--- src/rtl/tmr_pkg.sv ---
package tmr_pkg;
  typedef struct packed {
    logic tick;   // counter may advance this cycle
    logic load;   // software load overrides advance and events
  } tmrStrobe_t;

  typedef enum logic [2:0] {
    CS_STOP     = 3'b000,
    CS_DIV1     = 3'b001,
    CS_DIV8     = 3'b010,
    CS_DIV64    = 3'b011,
    CS_DIV256   = 3'b100,
    CS_DIV1024  = 3'b101,
    CS_EXT_FALL = 3'b110,
    CS_EXT_RISE = 3'b111
  } clkSel_e;

  typedef enum logic [1:0] {
    OM_NONE   = 2'b00,
    OM_TOGGLE = 2'b01,
    OM_CLEAR  = 2'b10,
    OM_SET    = 2'b11
  } outMode_e;
endpackage

--- src/rtl/tmr_prescale.sv ---
module tmr_prescale #(
  parameter int PRESC_BITS = 10,
  parameter int NUM_TAPS   = 4
) (
  input  logic                clk,
  input  logic                rstN,
  output logic [NUM_TAPS-1:0] tapHit
);
  // log2 of each division ratio: 8, 64, 256, 1024
  function automatic int tapLog(input int idx);
    case (idx)
      0:       return 3;
      1:       return 6;
      2:       return 8;
      default: return 10;
    endcase
  endfunction

  logic [PRESC_BITS-1:0] presc;

  always_ff @(posedge clk or negedge rstN) begin
    if (!rstN) presc <= '0;
    else       presc <= presc + 1'b1;
  end

  for (genvar g = 0; g < NUM_TAPS; g++) begin : gTap
    localparam int LW = tapLog(g);
    assign tapHit[g] = &presc[LW-1:0];
  end
endmodule

--- src/rtl/tmr_extsync.sv ---
module tmr_extsync #(
  parameter int STAGES = 2
) (
  input  logic clk,
  input  logic rstN,
  input  logic pinIn,
  output logic pinRise,
  output logic pinFall
);
  logic [STAGES:0] syn;

  always_ff @(posedge clk or negedge rstN) begin
    if (!rstN) syn <= '0;
    else       syn <= {syn[STAGES-1:0], pinIn};
  end

  assign pinRise =  syn[STAGES-1] & ~syn[STAGES];
  assign pinFall = ~syn[STAGES-1] &  syn[STAGES];
endmodule

--- src/rtl/tmr_ctrl.sv ---
module tmr_ctrl
  import tmr_pkg::*;
#(
  parameter int PRESC_BITS  = 10,
  parameter int SYNC_STAGES = 2
) (
  input  logic       clk,
  input  logic       rstN,
  input  logic       extPin,
  input  logic [2:0] clkSel,
  input  logic       cntWrEn,
  output tmrStrobe_t strobe
);
  localparam int NUM_TAPS = 4;

  logic [NUM_TAPS-1:0] tapHit;
  logic pinRise, pinFall;
  logic tick;

  tmr_prescale #(.PRESC_BITS(PRESC_BITS), .NUM_TAPS(NUM_TAPS)) uPresc (
    .clk(clk), .rstN(rstN), .tapHit(tapHit)
  );

  tmr_extsync #(.STAGES(SYNC_STAGES)) uSync (
    .clk(clk), .rstN(rstN), .pinIn(extPin),
    .pinRise(pinRise), .pinFall(pinFall)
  );

  always_comb begin
    case (clkSel_e'(clkSel))
      CS_STOP:     tick = 1'b0;
      CS_DIV1:     tick = 1'b1;
      CS_DIV8:     tick = tapHit[0];
      CS_DIV64:    tick = tapHit[1];
      CS_DIV256:   tick = tapHit[2];
      CS_DIV1024:  tick = tapHit[3];
      CS_EXT_FALL: tick = pinFall;
      default:     tick = pinRise;
    endcase
  end

  assign strobe.tick = tick;
  assign strobe.load = cntWrEn;
endmodule

--- src/rtl/tmr_datapath.sv ---
module tmr_datapath
  import tmr_pkg::*;
#(
  parameter int WIDTH = 8
) (
  input  logic             clk,
  input  logic             rstN,
  input  tmrStrobe_t       strobe,
  input  logic [WIDTH-1:0] cntWrData,
  input  logic [WIDTH-1:0] cmpVal,
  input  logic [1:0]       outMode,
  input  logic             ovfClr,
  input  logic             cmpClr,
  input  logic             ovfAck,
  input  logic             cmpAck,
  output logic [WIDTH-1:0] count,
  output logic             ovfFlag,
  output logic             cmpFlag,
  output logic             cmpOut
);
  localparam logic [WIDTH-1:0] TOP = '1;

  logic advance, ovfEvt, matchEvt;

  assign advance  = strobe.tick & ~strobe.load;
  assign ovfEvt   = advance & (count == TOP);
  assign matchEvt = advance & (count == cmpVal);

  always_ff @(posedge clk or negedge rstN) begin
    if (!rstN)            count <= '0;
    else if (strobe.load) count <= cntWrData;
    else if (advance)     count <= count + 1'b1;
  end

  always_ff @(posedge clk or negedge rstN) begin
    if (!rstN) begin
      ovfFlag <= 1'b0;
      cmpFlag <= 1'b0;
    end else begin
      ovfFlag <= ovfEvt   | (ovfFlag & ~(ovfClr | ovfAck));
      cmpFlag <= matchEvt | (cmpFlag & ~(cmpClr | cmpAck));
    end
  end

  always_ff @(posedge clk or negedge rstN) begin
    if (!rstN) cmpOut <= 1'b0;
    else if (matchEvt) begin
      case (outMode_e'(outMode))
        OM_TOGGLE: cmpOut <= ~cmpOut;
        OM_CLEAR:  cmpOut <= 1'b0;
        OM_SET:    cmpOut <= 1'b1;
        default:   cmpOut <= cmpOut;
      endcase
    end
  end
endmodule

--- src/rtl/prescaled_timer.sv ---
module prescaled_timer
  import tmr_pkg::*;
(
  input  logic       clk,
  input  logic       rstN,
  input  logic       extPin,
  input  logic [2:0] clkSel,
  input  logic [7:0] cmpVal,
  input  logic [1:0] outMode,
  input  logic       cntWrEn,
  input  logic [7:0] cntWrData,
  input  logic       ovfClr,
  input  logic       cmpClr,
  input  logic       ovfAck,
  input  logic       cmpAck,
  output logic [7:0] count,
  output logic       ovfFlag,
  output logic       cmpFlag,
  output logic       cmpOut
);
  tmrStrobe_t strobe;

  tmr_ctrl #(.PRESC_BITS(10), .SYNC_STAGES(2)) uCtrl (
    .clk(clk), .rstN(rstN), .extPin(extPin), .clkSel(clkSel),
    .cntWrEn(cntWrEn), .strobe(strobe)
  );

  tmr_datapath #(.WIDTH(8)) uDp (
    .clk(clk), .rstN(rstN), .strobe(strobe), .cntWrData(cntWrData),
    .cmpVal(cmpVal), .outMode(outMode), .ovfClr(ovfClr), .cmpClr(cmpClr),
    .ovfAck(ovfAck), .cmpAck(cmpAck), .count(count), .ovfFlag(ovfFlag),
    .cmpFlag(cmpFlag), .cmpOut(cmpOut)
  );
endmodule

--- config.mk ---
export PLATFORM = sky130hd
export DESIGN_NAME = prescaled_timer
export DESIGN_NICKNAME = d
export VERILOG_FILES = /design/src/rtl/tmr_pkg.sv /design/src/rtl/tmr_prescale.sv /design/src/rtl/tmr_extsync.sv /design/src/rtl/tmr_ctrl.sv /design/src/rtl/tmr_datapath.sv /design/src/rtl/prescaled_timer.sv
export SDC_FILE = /design/constraint.sdc
export NUM_CORES = 1
export LEC_CHECK = 0
export BUFFER_PORTS_ARGS = -buffer_cell sky130_fd_sc_hd__buf_4
export CAP_MARGIN = 20
export CORE_MARGIN = 3
export CORE_UTILIZATION = 32
export CTS_BUF_LIST = sky130_fd_sc_hd__clkbuf_16
export CTS_CLUSTER_DIAMETER = 100
export DETAILED_ROUTE_END_ITERATION = 10
export PLACE_DENSITY = 0.54
export SLEW_MARGIN = 20
export SYNTH_ARGS = -nofsm -noshare
export SYNTH_HDL_FRONTEND = slang
export SYNTH_SLANG_ARGS = --single-unit
--- constraint.sdc ---
create_clock -name clk -period 2.7 [get_ports clk]
set_input_delay 0.135 -clock clk [delete_from_list [all_inputs] [get_ports clk]]
set_output_delay 0.135 -clock clk [all_outputs]
set_load 0.05 [all_outputs]
==> flow_metrics.py, run 1 <==
metrics = {
    "status": {
        "status": "finished, final reports clean",
    },
    "logic_synthesis": {
        "synth-main-ff-cell": "dfrtp_1",
        "synth_cell_type_count": 36,
        "synth_edf_count": 0,
        "syn_nets": 158,
        "avgSynthCellArea_um2": 10.07,
        "yosysWarningCount": 0,
        "syn_area_um2": 1269,
        "ys_seq_area_share_pct": 47.34,
        "synth_cells": 126,
        "synthArstFlopShare_pct": 100.0,
        "ys_seq_elements": 24,
    },
    "clock_network": {
        "cts_tree": "done",
        "numCtsBuffers": 3,
        "cts_setup_buffers": 0,
        "htreeDepth": 1,
        "clk_path_buf_depth": 2,
        "clkTransAtPathRegs_ns": 0.06,
        "clock-sinks": 24,
        "clk_latency_ns": 0.25,
        "root_buffer": "clkbuf_16",
        "cts-resized-gates": 0,
    },
    "critical_path": {
        "arrival_ns": 2.40,
        "worstSetupPathType": "flop to flop",
        "crit_path_max_fanout": 16,
        "path_delay_family": "simple AND/OR/NAND/NOR gates",
        "cp_slowest_stage_delay_ns": 0.57,
        "crit_chain": "ha_1, ha_1, a211oi_1, a41oi_1, and4b_1, or4b_1, o211ai_2",
        "cp_slowest_cell": "and4b_1",
        "required_ns": 2.88,
        "crit_buf_inv": 0,
        "cp-end-kind": "flop",
        "start_kind": "flop",
        "reg2reg_slack_ns": 0.47,
        "critPathMostFrequentCell": "ha_1",
    },
    "global_routing": {
        "grt.total_usage_pct": 12.62,
        "grt-ovfl-total": 0,
        "grt_max_degree": 25,
        "grt_pass1_vias": 1028,
        "grt_pass1_wl_um": 4471,
        "antenna_found_initial": 0,
    },
    "place": {
        "dp.cells": 210,
        "portBuffers": 39,
        "place_hpwl_um": 2073,
        "gp_congestion": 0.7457,
    },
    "timing": {
        "setup_tns_ns": 0,
        "period_share_pct": 82.41,
        "maxSlewHeadroom_pct": 63.45,
        "rsz0062_at_grt": "false",
        "finalHoldViolCount": 0,
        "period_minus_slack_ns": 2.225,
        "fmax_ghz": 0.4494,
        "worst_pin_slew_ns": 0.5478,
        "finalHoldWorstSlack_ns": 0.08481,
        "skew_ns": 0.002446,
        "setup_viol_count_final": 0,
        "drv_slew": 0,
    },
    "power": {
        "irDropWorstVdd_mv": 0.2737,
        "p_leak_nw": 0.8415,
        "powerDensity_nw_per_um2": 592.4,
    },
    "drt": {
        "wire_per_inst_um": 12.45,
        "vias": 1054,
        "wl_um": 2690,
        "via_per_inst": 4.880,
        "drt_pass1_iterations": 4,
        "drtIter0Drc": 32,
        "final_antenna_net_count": 0,
        "drc_errors": 0,
    },
    "floorplan": {
        "initial_core_util_pct": 33.89,
        "placementRows": 22,
        "die_y_um": 68.97,
        "die-area_um2": 4756,
        "coreArea_um2": 3744,
        "die_w_um": 68.97,
        "io_pins": 40,
    },
    "layout": {
        "layout-drive-gt1-share_pct": 26.19,
        "syn_to_final_growth_pct": 36.19,
        "finalNonFillerCells": 216,
        "insertedDiodeCount": 0,
        "final_net_count": 201,
    },
    "job": {
        "maxCapViolations": 0,
    },
    "worst_hold_path": {
        "hold_path_class": "input port to flop",
    },
}
[registers in the layout, indices dropped and copies added, names as in the netlist]
signal,cells
uDp.cmpFlag,1
uDp.cmpOut,1
uDp.ovfFlag,1
uCtrl.uSync.syn,3
uDp.count,8
uCtrl.uPresc.presc,10
[final timing paths]
kind | depth (start not counted) | from | to
hold / removal | 3 | cntWrData[0] | uDp.count[0]
setup / recovery | 7 | uCtrl.uPresc.presc[0] | uDp.count[6]
hold reg to reg | 0 | uCtrl.uSync.syn[0] | uCtrl.uSync.syn[1]
max in group asynchronous | 2 | rstN | uDp.count[4]
min in group asynchronous | 2 | rstN | uDp.cmpFlag
setup reg to reg | 7 | uCtrl.uPresc.presc[0] | uDp.count[6]
[cell usage in the layout (no fill, tap or decap), types with 5 or more instances in the layout]
cell type,count
nand3_1,10
xor2_1,5
nor2_1,5
xnor2_1,11
buf_4,39
dfrtp_1,24
nand4_1,5
nand2_1,13
and3_1,5
inv_1,8
[final cells by class]
type                       count  area, µm²
clock buffer                   3      75.07
sequential                    24      600.6
fill                         378       2016
tap                           48      60.06
inverter                       9      33.78
multi-input combinational     90      615.6
timing repair buffer          41      312.8
clock inverter                 1      30.03
[per-stage QoR]
| step | setup slack, ns | instance area, µm² | total power, mW | utilization (%) |
|---|---|---|---|---|
| floorplan | 0.7708 | 1269 | 0.5266 | - |
| global placement | 0.5695 | 1603 | 0.6057 | 42.81 |
| detailed placement | 0.4830 | 1603 | 0.6081 | 42.81 |
| CTS | 0.4451 | 1728 | 1.036 | 46.16 |
| global route | 0.2566 | 1728 | 1.072 | 46.16 |
| finish | 0.4749 | 1728 | 1.024 | 46.16 |
[per-layer routing]
layer	GRT usage [%]	share of wire, %
met1	16.23	44
met2	21.31	51
met3	2.107	4.0
met4	4.380	0.89
met5	0	0
[cells in the mapped netlist (2+ instances only)]
cell       n  area share (%)
nand4_1    5             2.5
nand2_1   13             3.8
nor3b_1    3             1.8
ha_1       3             3.0
a21oi_1    3             1.2
xnor2_1   11             7.6
a41o_1     2             1.6
nor2b_1    2            0.99
nand3_1   10             3.9
nand3b_1   2             1.2
o21ai_0    2            0.79
inv_1      8             2.4
nor2_1     5             1.5
xor2_1     5             3.5
and3_1     5             2.5
a211o_1    3             2.1
buf_4      2             1.2
dfrtp_1   24              47
[worst reg2reg max path, cell delays in order, from the launching register on]
cell and delay (ns):
dfrtp_1 0.39, ha_1 0.22, ha_1 0.17, a211oi_1 0.07, a41oi_1 0.16, and4b_1 0.57
or4b_1 0.50, o211ai_2 0.07
[repair_timing]
| action | in CTS | in global routing |
|---|---|---|
| hold buffers | 2 | 0 |
| setup endpoints to repair | 0 | 0 |
| endpoints found under the hold margin | 25 | 0 |
[cells by family after synthesis]
group | count (synthesis) | synth area share, %
AND/OR/NAND/NOR | 52 | 22.68
AO/OA/AOI/OAI | 18 | 11.05
flip-flops | 24 | 47.34
adder cells (fa/ha/maj) | 3 | 2.959
buffers and inverters | 12 | 4.141
XOR/XNOR | 16 | 11.05
multiplexers | 1 | 0.7890
[power breakdown]
part	leakage (nW)	switching [mW]	internal, mW
combinational	0.494	0.114	0.0865
clock	0.0511	0.128	0.295
sequential	0.296	0.0241	0.377
No activity file was read; power rests on OpenSTA's default activity.
==> run 2, diff against run 1 <==
--- a/config.mk
+++ b/config.mk
@@ -5,6 +5,7 @@
 export SDC_FILE = /design/constraint.sdc
 export NUM_CORES = 1
 export LEC_CHECK = 0
+export ABC_AREA = 1
 export BUFFER_PORTS_ARGS = -buffer_cell sky130_fd_sc_hd__buf_4
 export CAP_MARGIN = 20
 export CORE_MARGIN = 3
==> constraint.sdc (replaced) <==
create_clock -name clk -period 2.33 [get_ports clk]
set_input_delay 0.1165 -clock clk [delete_from_list [all_inputs] [get_ports clk]]
set_output_delay 0.1165 -clock clk [all_outputs]
set_load 0.05 [all_outputs]
==> flow_metrics.py, run 2 <==
metrics = {
    "status": {
        "status": "finished, final reports clean",
    },
    "timing": {
        "finalHoldViolCount": 0,
        "setup_viol_count_final": 0,
        "fmax_ghz": 0.6186,
        "drv_slew": 0,
        "maxSlewHeadroom_pct": 79.57,
        "setup_tns_ns": 0,
        "period_minus_slack_ns": 1.617,
        "rsz0062_at_grt": "false",
        "worst_pin_slew_ns": 0.3064,
        "fin_ws_ns": 0.7134,
        "skew_ns": 0.0008026,
        "period_share_pct": 69.38,
    },
    "floorplan": {
        "die_w_um": 70.47,
        "die-area_um2": 4966,
        "initial_core_util_pct": 34.76,
        "placementRows": 22,
        "die_y_um": 70.47,
        "io_pins": 40,
        "coreArea_um2": 3826,
    },
    "layout": {
        "final_net_count": 237,
        "utilization_pct": 45.98,
        "finalInstanceArea_um2": 1759,
        "largest_register_ffs": 10,
        "final_cell_mix": "50 x nand2_1, 39 x buf_4, 24 x dfrtp_1, 17 x inv_1, 16 x xor2_1",
        "largestRegisters": "uCtrl.uPresc.presc x10, uDp.count x8, uCtrl.uSync.syn x3",
        "layout-drive-gt1-share_pct": 26.11,
        "insertedDiodeCount": 0,
        "final_common_cell": "nand2_1",
        "regMostFlops": "uCtrl.uPresc.presc",
        "syn_to_final_growth_pct": 32.27,
    },
    "critical_path": {
        "cp-end-kind": "flop",
        "start_kind": "flop",
        "reg2reg_slack_ns": 0.71,
        "required_ns": 2.46,
        "arrival_ns": 1.75,
        "crit_path_max_fanout": 8,
        "worstSetupPathType": "flop to flop",
    },
    "drt": {
        "drc_errors": 0,
        "wire_per_inst_um": 11.55,
        "vias": 1130,
        "final_antenna_net_count": 0,
        "drtIter0Drc": 66,
        "wl_um": 2899,
        "via_per_inst": 4.502,
        "drt_pass1_iterations": 4,
    },
    "logic_synthesis": {
        "synth_cell_type_count": 23,
        "synth.largest_area_cell": "dfrtp_1",
        "synthArstFlopShare_pct": 100.0,
        "ys_seq_area_share_pct": 45.16,
        "ys_top_cells_by_count": "50 x nand2_1, 24 x dfrtp_1, 17 x inv_1, 16 x xor2_1, 12 x nand3_1",
        "synth_edf_count": 0,
        "syn_area_um2": 1330,
        "yosysWarningCount": 0,
        "synth_cells": 161,
        "yosysTopAreaCellShare_pct": 45.16,
        "ys_seq_elements": 24,
        "synth.most_common_cell": "nand2_1",
        "synth_area_leaders": "dfrtp_1 45%, nand2_1 14%, xor2_1 11%",
        "synth-main-ff-cell": "dfrtp_1",
        "syn_nets": 193,
        "avgSynthCellArea_um2": 8.261,
    },
    "power": {
        "powerDensity_nw_per_um2": 634.9,
        "power_frac_comb_pct": 24.7,
        "internal-power_uw": 774.9,
        "sw_frac_of_total_pct": 30.62,
        "p_seq_share_pct": 42.6,
        "p_leak_nw": 0.9019,
        "clkPwrFrac_pct": 32.7,
        "p_sw_uw": 342.1,
        "irDropWorstVdd_mv": 0.4371,
    },
    "global_routing": {
        "grt_max_degree": 25,
        "grt.total_usage_pct": 13.70,
        "antenna_found_initial": 0,
        "grt-ovfl-total": 0,
        "grt_pass1_vias": 1180,
        "grt_pass1_wl_um": 5375,
    },
    "clock_network": {
        "clkTransAtPathRegs_ns": 0.06,
        "clock-sinks": 24,
        "cts_setup_buffers": 0,
        "clk_path_buf_depth": 2,
        "cts_tree": "done",
        "numCtsBuffers": 3,
        "hold_buffers": 2,
        "cts-resized-gates": 0,
        "htreeDepth": 1,
        "clk_latency_ns": 0.25,
        "root_buffer": "clkbuf_16",
    },
    "job": {
        "maxCapViolations": 0,
    },
    "place": {
        "portBuffers": 39,
        "place_area_um2": 1664,
        "place_ws_ns": 0.6987,
        "gp_congestion": 0.7609,
        "place_hpwl_um": 2291,
    },
    "worst_hold_path": {
        "hold_path_class": "input port to flop",
    },
}
[run 2: logic make-up (layout without fill, tap and decap cells)]
logic type,Yosys count,count (layout),share of synthesized area [%]
and+or+nand+nor,86,86,28.69
DFF,24,24,45.16
buffers and inverters,22,64,7.149
xor gates and xnor gates,20,20,13.17
AOI/OAI and AO/OA,6,6,3.010
adders and majority gates,3,3,2.823
[run 2: power groups by stage]
stage	registers (mW)	clock network, mW	logic [mW]
floorplan	0.548	0	0.104
global placement	0.483	0	0.272
detailed placement	0.483	0	0.277
CTS	0.476	0.375	0.280
global route	0.483	0.395	0.301
finish	0.476	0.366	0.276
[run 2: final timing paths]
path	endpoint	start	cells past startpoint
max	uDp.count[4]	uCtrl.uPresc.presc[0]	12
max reg2reg	uDp.count[4]	uCtrl.uPresc.presc[0]	12
min in group asynchronous	uCtrl.uPresc.presc[3]	rstN	2
max in group asynchronous	uDp.cmpFlag	rstN	2
min	uDp.count[5]	cntWrData[5]	3
min reg2reg	uCtrl.uSync.syn[1]	uCtrl.uSync.syn[0]	0
[run 2: final cells by class]
cell class              count  area, µm²
flip-flops and latches     24      600.6
inverters                  20      76.32
multi-input cells         115      634.4
clock buffers               3      75.07
fillers                   393       2067
repair buffers             41      312.8
well taps                  48      60.06
[run 2: critical path, cell delays in order (launching register included)]
cell      delay, ns
dfrtp_1        0.39
ha_1           0.22
ha_1           0.18
nand2_1        0.05
nand2_1        0.04
nand2_1        0.05
nand2_1        0.04
nand2_1        0.08
inv_2          0.05
nand3_2        0.09
clkinv_2       0.13
nand2_1        0.08
o211ai_1       0.08
[run 2: through the flow]
step	total power, mW	hold WS [ns]	std cells
after floorplan	0.6519	-0.1791	161
after global placement	0.7549	0.03093	246
after detailed placement	0.7596	0.03122	246
after CTS	1.131	0.07972	251
after global routing	1.179	0.09294	251
final	1.117	0.07826	251
[run 2: metal layers]
metal,vias up,GRT usage [%],part of all wire (%)
li1,586,-,-
met5,-,0,0
met2,31,21.73,46
met4,0,5.106,1.6
met3,4,3.885,5.8
met1,509,17.57,46
==> run 3, diff against run 2 <==
==> constraint.sdc (replaced) <==
create_clock -name clk -period 1.5 [get_ports clk]
set_input_delay 0.075 -clock clk [delete_from_list [all_inputs] [get_ports clk]]
set_output_delay 0.075 -clock clk [all_outputs]
set_load 0.05 [all_outputs]
==> flow_metrics.py, run 3 (synthesized netlist as in run 2, its figures left out) <==
metrics = {
    "timing": {
        "period_share_pct": 99.71,
        "worst_pin_slew_ns": 0.3174,
        "skew_ns": 0.002637,
        "finalHoldViolCount": 0,
        "fmax_ghz": 0.6686,
        "setup_tns_ns": 0,
        "setup_viol_count_final": 0,
        "rsz0062_at_grt": "true",
        "period_minus_slack_ns": 1.496,
        "drv_slew": 0,
        "maxSlewHeadroom_pct": 78.84,
    },
    "drt": {
        "vias": 1153,
        "via_per_inst": 4.435,
        "wire_per_inst_um": 11.42,
        "drc_errors": 0,
        "final_antenna_net_count": 0,
        "drtIter0Drc": 31,
        "drt_pass1_iterations": 4,
        "wl_um": 2969,
    },
    "global_routing": {
        "grt_pass1_vias": 1204,
        "antenna_found_initial": 0,
        "grt_max_degree": 25,
        "grt_pass1_wl_um": 5216,
        "grt-ovfl-total": 0,
        "grt.total_usage_pct": 13.13,
    },
    "critical_path": {
        "reg2reg_slack_ns": 0.004,
        "cp-end-kind": "flop",
        "crit_path_max_fanout": 3,
        "worstSetupPathType": "flop to flop",
        "start_kind": "flop",
        "arrival_ns": 1.69,
        "required_ns": 1.69,
    },
    "place": {
        "portBuffers": 39,
        "gp_congestion": 0.7732,
        "place_hpwl_um": 2259,
        "place_area_um2": 1718,
    },
    "floorplan": {
        "placementRows": 22,
        "initial_core_util_pct": 34.76,
        "io_pins": 40,
        "die-area_um2": 4966,
        "die_w_um": 70.47,
        "coreArea_um2": 3826,
        "die_y_um": 70.47,
    },
    "layout": {
        "largest_register_ffs": 10,
        "final_cell_mix": "46 x buf_4, 36 x nand2_1, 17 x dfrtp_1, 16 x inv_1, 16 x xor2_1",
        "finalInstanceArea_um2": 1941,
        "syn_to_final_growth_pct": 45.91,
        "largestRegisters": "uCtrl.uPresc.presc x10, uDp.count x8, uCtrl.uSync.syn x3",
        "utilization_pct": 50.72,
        "regMostFlops": "uCtrl.uPresc.presc",
        "fillCellCount": 377,
        "final_net_count": 245,
        "layout-drive-gt1-share_pct": 41.51,
        "insertedDiodeCount": 0,
        "final_common_cell": "buf_4",
    },
    "clock_network": {
        "clk_path_buf_depth": 2,
        "clock-sinks": 24,
        "cts_tree": "done",
        "root_buffer": "clkbuf_16",
        "numCtsBuffers": 3,
        "clk_latency_ns": 0.25,
        "clkTransAtPathRegs_ns": 0.06,
        "htreeDepth": 1,
    },
    "power": {
        "irDropWorstVdd_mv": 0.6016,
        "powerDensity_nw_per_um2": 920.2,
        "p_leak_nw": 0.9675,
    },
    "worst_hold_path": {
        "hold_path_class": "input port to flop",
    },
    "job": {
        "maxCapViolations": 0,
    },
    "status": {
        "status": "finished, final reports clean",
    },
}
run 3: changes by cell type in the layout (fill, tap and decap cells not counted), sizes merged:
| cell | delta |
|---|---|
| inv | +1 |
| buf | +8 |
run 3: metrics by stage:
step | hold WS, ns | instances | total power [mW] | setup WS, ns
global route | 0.02761 | 260 | 1.882 | -0.08967
finish | 0.02299 | 260 | 1.786 | 0.004384
floorplan | -0.2206 | 161 | 1.019 | 0.02864
detailed placement | -0.003665 | 252 | 1.189 | -0.1121
CTS | 0.03337 | 259 | 1.787 | 0.002715
global placement | -0.006091 | 252 | 1.189 | -0.08889
run 3: path summary, 6_finish.rpt:
kind | start | endpoint | cells past startpoint
max in group asynchronous | rstN | uDp.count[4] | 2
min reg2reg | uCtrl.uSync.syn[0] | uCtrl.uSync.syn[1] | 0
max | uCtrl.uPresc.presc[0] | uDp.count[0] | 10
min | cntWrData[5] | uDp.count[5] | 3
max reg2reg | uCtrl.uPresc.presc[0] | uDp.count[0] | 10
min in group asynchronous | rstN | uCtrl.uPresc.presc[2] | 2
run 3: critical path: stages, from the launching register on:
cell and delay (ns):
dfrtp_1 0.40, ha_4 0.17, inv_2 0.04, nor2_4 0.11, nand2_2 0.07, nand2_1 0.08
nand2_2 0.06, inv_2 0.08, nand3_4 0.11, or2_0 0.23, nand3_1 0.06
run 3: where the power goes:
group          internal, mW  total [mW]  switching (mW)
sequential            0.690       0.742          0.0518
combinational         0.185       0.471           0.286
clock                 0.356       0.573           0.217
run 3: metal layers:
layer	share of wire, %	track usage, %
met3	3.8	3.597
met4	1.2	3.830
met5	0	0
met1	47	15.98
met2	48	22.45
run 3: area by class of cell:
type / instances / area, µm² / area share, %
clock buffer: 3 / 75.07 / 3.868
clock inverter: 1 / 3.754 / 0.1934
inverter: 20 / 85.08 / 4.384
multi-input combinational: 115 / 730.7 / 37.65
sequential: 24 / 609.3 / 31.40
tap: 48 / 60.06 / 3.095
timing repair buffer: 49 / 376.6 / 19.41
run 3: what timing repair did:
action                                 in CTS  in global routing
gates resized for setup                    10                 21
hold buffers                                2                  0
pin swaps                                   4                  6
endpoints found under the hold margin      25                  0
setup endpoints to repair                  10                 11
buffers inserted                            1                  1
